--- config.mk ---
export PLATFORM = sky130hd
export DESIGN_NAME = rtc_sec_counter
export DESIGN_NICKNAME = d
export VERILOG_FILES = /design/src/rtl/rtc_sec_pkg.sv /design/src/rtl/rtc_tick_gen.sv /design/src/rtl/rtc_count_core.sv /design/src/rtl/rtc_read_mux.sv /design/src/rtl/rtc_sec_counter.sv
export SDC_FILE = /design/constraint.sdc
export NUM_CORES = 1
export LEC_CHECK = 0
export BUFFER_PORTS_ARGS = -buffer_cell sky130_fd_sc_hd__buf_2
export CAP_MARGIN = 20
export CORE_UTILIZATION = 40
export CTS_CLUSTER_SIZE = 14
export DETAILED_ROUTE_END_ITERATION = 16
export GPL_TIMING_DRIVEN = 1
export SETUP_SLACK_MARGIN = 0.1
export SKIP_LAST_GASP = 1
export SLEW_MARGIN = 20
export SYNTH_ARGS = -nofsm -noshare
export SYNTH_HDL_FRONTEND = slang
export SYNTH_SLANG_ARGS = --single-unit
--- constraint.sdc ---
create_clock -name clk_i -period 3.9 [get_ports clk_i]
set_input_delay 0.39 -clock clk_i [delete_from_list [all_inputs] [get_ports clk_i]]
set_output_delay 0.39 -clock clk_i [all_outputs]
set_load 0.01 [all_outputs]
--- src/rtl/rtc_sec_pkg.sv ---
package rtc_sec_pkg;
    localparam int DW = 32;

    // word indices of the register set (byte offset / 4)
    localparam int WI_COUNT = 0;
    localparam int WI_MATCH = 1;
    localparam int WI_LOAD  = 2;
    localparam int WI_CTRL  = 3;
    localparam int WI_MASK  = 4;
    localparam int WI_RAW   = 5;
    localparam int WI_MSTAT = 6;
    localparam int WI_CLR   = 7;

    typedef struct packed {
        logic [DW-1:0] cnt;
        logic [DW-1:0] match;
        logic [DW-1:0] load;
        logic          mask;
        logic          raw;
    } rtc_state_t;

    function automatic logic [7:0] id_byte(input logic [2:0] idx);
        case (idx)
            3'd0:    return 8'h31;
            3'd1:    return 8'h10;
            3'd2:    return 8'h14;
            3'd3:    return 8'h00;
            3'd4:    return 8'h0D;
            3'd5:    return 8'hF0;
            3'd6:    return 8'h05;
            default: return 8'hB1;
        endcase
    endfunction
endpackage

--- src/rtl/rtc_tick_gen.sv ---
module rtc_tick_gen #(
    parameter int PRESCALE = 50_000_000
) (
    input  logic clk_i,
    input  logic rst_ni,
    input  logic restart_i,
    output logic tick_o
);
    localparam int PW = (PRESCALE > 1) ? $clog2(PRESCALE) : 1;
    localparam logic [PW-1:0] LAST = PW'(PRESCALE - 1);

    logic [PW-1:0] pre_d, pre_q;

    assign tick_o = (pre_q == LAST);

    always_comb begin
        pre_d = pre_q + PW'(1);
        if (restart_i || tick_o) begin
            pre_d = '0;
        end
    end

    always_ff @(posedge clk_i) begin
        if (!rst_ni) begin
            pre_q <= '0;
        end else begin
            pre_q <= pre_d;
        end
    end


    pre_range_chk: assert property (@(posedge clk_i) disable iff (!rst_ni)
        pre_q <= LAST);

    pre_restart_chk: assert property (@(posedge clk_i) disable iff (!rst_ni)
        restart_i |=> (pre_q == '0));
endmodule

--- src/rtl/rtc_count_core.sv ---
module rtc_count_core
    import rtc_sec_pkg::*;
(
    input  logic          clk_i,
    input  logic          rst_ni,
    input  logic          tick_i,
    input  logic          load_we_i,
    input  logic          match_we_i,
    input  logic          mask_we_i,
    input  logic          clr_we_i,
    input  logic [DW-1:0] wdata_i,
    output rtc_state_t    state_o
);
    rtc_state_t    st_d, st_q;
    logic [DW-1:0] cnt_inc;
    logic          hit;

    assign cnt_inc = st_q.cnt + DW'(1);
    assign hit     = tick_i && !load_we_i && (cnt_inc == st_q.match);
    assign state_o = st_q;

    always_comb begin
        st_d = st_q;
        if (match_we_i) st_d.match = wdata_i;
        if (mask_we_i)  st_d.mask  = wdata_i[0];
        if (load_we_i) begin
            st_d.cnt  = wdata_i;
            st_d.load = wdata_i;
        end else if (tick_i) begin
            st_d.cnt = cnt_inc;
        end
        if (clr_we_i) st_d.raw = 1'b0;
        if (hit)      st_d.raw = 1'b1;
    end

    always_ff @(posedge clk_i) begin
        if (!rst_ni) begin
            st_q <= '0;
        end else begin
            st_q <= st_d;
        end
    end


    cnt_load_chk: assert property (@(posedge clk_i) disable iff (!rst_ni)
        load_we_i |=> (st_q.cnt == $past(wdata_i)));

    cnt_step_chk: assert property (@(posedge clk_i) disable iff (!rst_ni)
        (tick_i && !load_we_i) |=> (st_q.cnt == $past(st_q.cnt) + DW'(1)));

    cnt_hold_chk: assert property (@(posedge clk_i) disable iff (!rst_ni)
        (!tick_i && !load_we_i) |=> $stable(st_q.cnt));

    raw_cause_chk: assert property (@(posedge clk_i) disable iff (!rst_ni)
        $rose(st_q.raw) |-> ($past(tick_i) && !$past(load_we_i)));

    raw_clear_chk: assert property (@(posedge clk_i) disable iff (!rst_ni)
        (clr_we_i && !tick_i) |=> !st_q.raw);
endmodule

--- src/rtl/rtc_read_mux.sv ---
module rtc_read_mux
    import rtc_sec_pkg::*;
#(
    parameter int WORD_W = 10
) (
    input  logic              rd_en_i,
    input  logic [WORD_W-1:0] word_i,
    input  rtc_state_t        state_i,
    output logic [DW-1:0]     rdata_o
);
    logic in_id, in_regs;

    assign in_id   = &word_i[WORD_W-1:3];
    assign in_regs = (word_i[WORD_W-1:3] == '0);

    always_comb begin
        rdata_o = '0;
        if (rd_en_i && in_id) begin
            rdata_o = {{(DW-8){1'b0}}, id_byte(word_i[2:0])};
        end else if (rd_en_i && in_regs) begin
            case (int'(word_i[2:0]))
                WI_COUNT: rdata_o = state_i.cnt;
                WI_MATCH: rdata_o = state_i.match;
                WI_LOAD:  rdata_o = state_i.load;
                WI_CTRL:  rdata_o = DW'(1);
                WI_MASK:  rdata_o = DW'(state_i.mask);
                WI_RAW:   rdata_o = DW'(state_i.raw);
                WI_MSTAT: rdata_o = DW'(state_i.raw & state_i.mask);
                default:  rdata_o = '0;
            endcase
        end
    end
endmodule

--- src/rtl/rtc_sec_counter.sv ---
module rtc_sec_counter
    import rtc_sec_pkg::*;
#(
    parameter int PRESCALE = 50_000_000,
    parameter int ADDR_W   = 12
) (
    input  logic              clk_i,
    input  logic              rst_ni,
    input  logic              psel_i,
    input  logic              penable_i,
    input  logic              pwrite_i,
    input  logic [ADDR_W-1:0] paddr_i,
    input  logic [DW-1:0]     pwdata_i,
    output logic [DW-1:0]     prdata_o,
    output logic              irq_o
);
    localparam int WORD_W = ADDR_W - 2;

    logic [WORD_W-1:0] word;
    logic [1:0]        addr_lo_unused;
    logic              wr_en, rd_en, tick;
    logic              load_we, match_we, mask_we, clr_we;
    rtc_state_t        state;

    assign word           = paddr_i[ADDR_W-1:2];
    assign addr_lo_unused = paddr_i[1:0];
    assign wr_en          = psel_i && penable_i && pwrite_i;
    assign rd_en          = psel_i && !pwrite_i;
    assign load_we        = wr_en && (word == WORD_W'(WI_LOAD));
    assign match_we       = wr_en && (word == WORD_W'(WI_MATCH));
    assign mask_we        = wr_en && (word == WORD_W'(WI_MASK));
    assign clr_we         = wr_en && (word == WORD_W'(WI_CLR));

    rtc_tick_gen #(.PRESCALE(PRESCALE)) tick_i (
        .clk_i     (clk_i),
        .rst_ni    (rst_ni),
        .restart_i (load_we),
        .tick_o    (tick)
    );

    rtc_count_core core_i (
        .clk_i      (clk_i),
        .rst_ni     (rst_ni),
        .tick_i     (tick),
        .load_we_i  (load_we),
        .match_we_i (match_we),
        .mask_we_i  (mask_we),
        .clr_we_i   (clr_we),
        .wdata_i    (pwdata_i),
        .state_o    (state)
    );

    rtc_read_mux #(.WORD_W(WORD_W)) rmux_i (
        .rd_en_i (rd_en),
        .word_i  (word),
        .state_i (state),
        .rdata_o (prdata_o)
    );

    assign irq_o = state.raw & state.mask;


    irq_mstat_chk: assert property (@(posedge clk_i) disable iff (!rst_ni)
        (rd_en && word == WORD_W'(WI_MSTAT)) |-> (prdata_o[0] == irq_o));

    ctrl_read_chk: assert property (@(posedge clk_i) disable iff (!rst_ni)
        (rd_en && word == WORD_W'(WI_CTRL)) |-> (prdata_o == DW'(1)));
endmodule

==> impl_metrics.csv <==
group,metric,value,unit
outcome,status,"finished clean",
detailed_routing,drc,0,
critical_path,cp_slowest_cell,"or4_1",
grt,overflow,0,
pwr,p_seq_share,40.2,%
yosys,synth_edf_count,0,
placement,postPlaceCellArea,7580,um2
critical_path,worstPathCellList,"ha_1 -> and3_1 -> nand3_1 -> or4_1 -> or3_1 -> a21o_1 -> a21oi_1",
placement,dp_hpwl,12700,um
critical_path,path_buf_inv,0,
critical_path,criticalPathCategory,"reg2reg",
timing,rsz0062_at_grt,"false",
yosys,synth_area_per_cell,7.70,um2
clock_tree,post_cts_buffers,0,
finish,antenna_cells,0,
critical_path,cp.depth,7,
timing,min_period,2.94,ns
pwr,power.internal,2.50,mW
grt,grtUsageTotal,21.3,%
grt,grt_pass1_vias,5878,
critical_path,slowest_delay,1.01,ns
timing,relSlewSlack,32.3,%
timing,setup_violations,0,
yosys,synth_cell_types,49,
timing,finalClockSkew,0.00776,ns
pwr,switching_power,659,uW
finish,area_delta_synth_final,16.9,%
pwr,power_density,383,nW/um2
grt,grt_max_degree,61,
critical_path,arrival,3.28,ns
yosys,ys_async_sr_fraction,0,%
timing,holdWs,0.223,ns
die,die_w,135,um
finish,area.sequential,2480,um2
critical_path,cp_top_family,"simple AND/OR/NAND/NOR gates",
die,core_area,17200,um2
timing,fin_crit_sh,75.4,%
clock_tree,cts-root-buf,"clkbuf_16",
placement,gp_congestion,0.899,
finish,final_cell_mix,"nor2_1, dfxtp_1, nand2_1",
clock_tree,cts.clk_slew.worst_paths,0.06,ns
yosys,yosys.area.top_type_share,35.2,%
timing,worst_slack,0.959,ns
critical_path,cp-end-kind,"register",
yosys,syn_inst,916,
pwr,power,3.16,mW
yosys,yosysTopAreaCell,"dfxtp_1",
critical_path,r2r_cells,7,
clock_tree,clock_sinks,124,
detailed_routing,first_iter_violations,499,
timing,slew_violations,0,
die,ios,82,
timing,worst_slew_pin_slew,1.01,ns
detailed_routing,avgRoutedWirePerCell,15.6,um
yosys,yosysSeqAreaShare,35.2,%
detailed_routing,drtPass1Iterations,5,
pwr,netSwitchingFraction,20.8,%
detailed_routing,vias_per_cell,5.37,
yosys,synthesis.area,7060,um2
hold_path,hp-class,"in2reg",
finish,fin_nets,1011,
clock_tree,clk_path_buf_depth,2,
die,rows,48,
yosys,ys.warnings.count,0,
pwr,leakage,3.28,nW
timing,finalHoldViolations,0,
clock_tree,cts_hold_buf,0,
pwr,ir_drop,296,uV
timing,finalSetupTns,0,ns
detailed_routing,drt_wl_total,18700,um
finish,layout_commonest_cell,"nor2_1",
hold_path,hold_depth,3,
die,die-area,18200,um2
grt,grt_antenna_before_repair,0,
yosys,syn-num-nets,967,
job,cap_violations,0,
finish,fill_cells,1754,
yosys,synth_seq_cells,124,
placement,io_buffer_count,79,
die,die_h,135,um
critical_path,path_max_fanout,27,
finish,fin_area,8250,um2
critical_path,cp-start-kind,"register",
yosys,synth-main-ff-cell,"dfxtp_1",
clock_tree,numCtsBuffers,17,
timing,fmax,0.340,GHz
detailed_routing,ant_nets,0,
clock_tree,cts_resized,0,
pwr,p_clk_share,56.3,%
clock_tree,htreeDepth,4,
critical_path,worst_ep_required_time,4.24,ns
grt,grt_pass1_wl,30500,um
finish,multi_input_area,4290,um2
finish,drive_gt1_share,14.0,%
pwr,combPwrFrac,3.4,%
yosys,yosys-top-cells-area,"dfxtp_1, mux2i_1, nor2_1",
placement,preCtsSetupSlack,0.975,ns
die,initial_core_util,40.9,%
detailed_routing,vias,6424,
clock_tree,clock_latency,0.42,ns
clock_tree,cts_tree,"done",
worst reg2reg max path, stage by stage, from the launching register on:
cell and delay, ns:
dfxtp_1 0.37, ha_1 0.20, and3_1 0.24, nand3_1 0.19, or4_1 1.01, or3_1 0.53
a21o_1 0.18, a21oi_1 0.13
power groups by stage:
stage	registers, mW	clock network (mW)	logic (mW)
5_1_grt	1.27	1.87	0.118
3_3_place_gp	1.30	0	0.109
4_1_cts	1.27	1.80	0.109
2_1_floorplan	1.30	0	0.0538
6_report	1.27	1.78	0.109
3_5_place_dp	1.30	0	0.108
kinds of logic after synthesis:
kind of cell    after synthesis  synth area share [%]
xor+xnor                     92                  11.4
compound gates              153                  12.7
fa+ha+maj                     2                 0.355
flops                       124                  35.2
buf+inv                      75                  4.24
simple gates                402                  26.4
mux                          68                  9.66
synthesized netlist by cell type (all sizes together) (2+ instances only):
cell type / number
o2111ai: 2
ha: 2
a211oi: 20
nand4: 27
nor4: 12
a311oi: 2
dfxtp: 124
nor3b: 2
and3: 11
o21ai: 22
inv: 9
nand2b: 2
o31ai: 6
nor2b: 3
buf: 21
nand3: 36
a21oi: 84
and4b: 2
clkbuf: 45
or2: 2
a21o: 9
mux2i: 67
xor2: 50
and2: 4
nand2: 103
o211ai: 3
xnor2: 42
or4: 7
nor3: 15
and4: 4
or3: 12
nor2: 157
state kept, by name, summed over array words and instances (netlist names):
| name | cells |
|---|---|
| tick_i.pre_q | 26 |
| core_i.state_o | 98 |
metal layers:
| metal | up-vias | global-route usage, % | wire (um) |
|---|---|---|---|
| met5 | - | 0 | 0 |
| met2 | 149 | 32.8 | 8480 |
| met1 | 3010 | 30.0 | 9210 |
| li1 | 3251 | - | - |
| met3 | 14 | 4.58 | 843 |
| met4 | 0 | 5.68 | 164 |
worst paths after layout:
kind | startpoint | endpoint | slack [ns]
worst max-delay path | tick_i.pre_q[0] | core_i.state_o[69] | 0.96
worst max register to register | tick_i.pre_q[0] | core_i.state_o[69] | 0.96
worst min register to register | core_i.state_o[33] | core_i.state_o[33] | 0.45
worst min-delay path | pwdata_i[13] | core_i.state_o[47] | 0.22
final cells by class:
type | count | area share (%)
flip-flops and latches | 124 | 30.1
inverters | 9 | 0.409
clock inverters | 10 | 2.24
repair buffers | 91 | 6.04
well taps | 225 | 3.41
multi-input cells | 717 | 52.0
clock buffers | 21 | 5.82
per-stage QoR:
step	std cells	util, %
finish	1197	47.9
global placement	1166	44.0
CTS	1197	47.8
global route	1197	47.9
floorplan	916	-
detailed placement	1166	44.0
No activity file was read; power rests on OpenSTA's default activity.
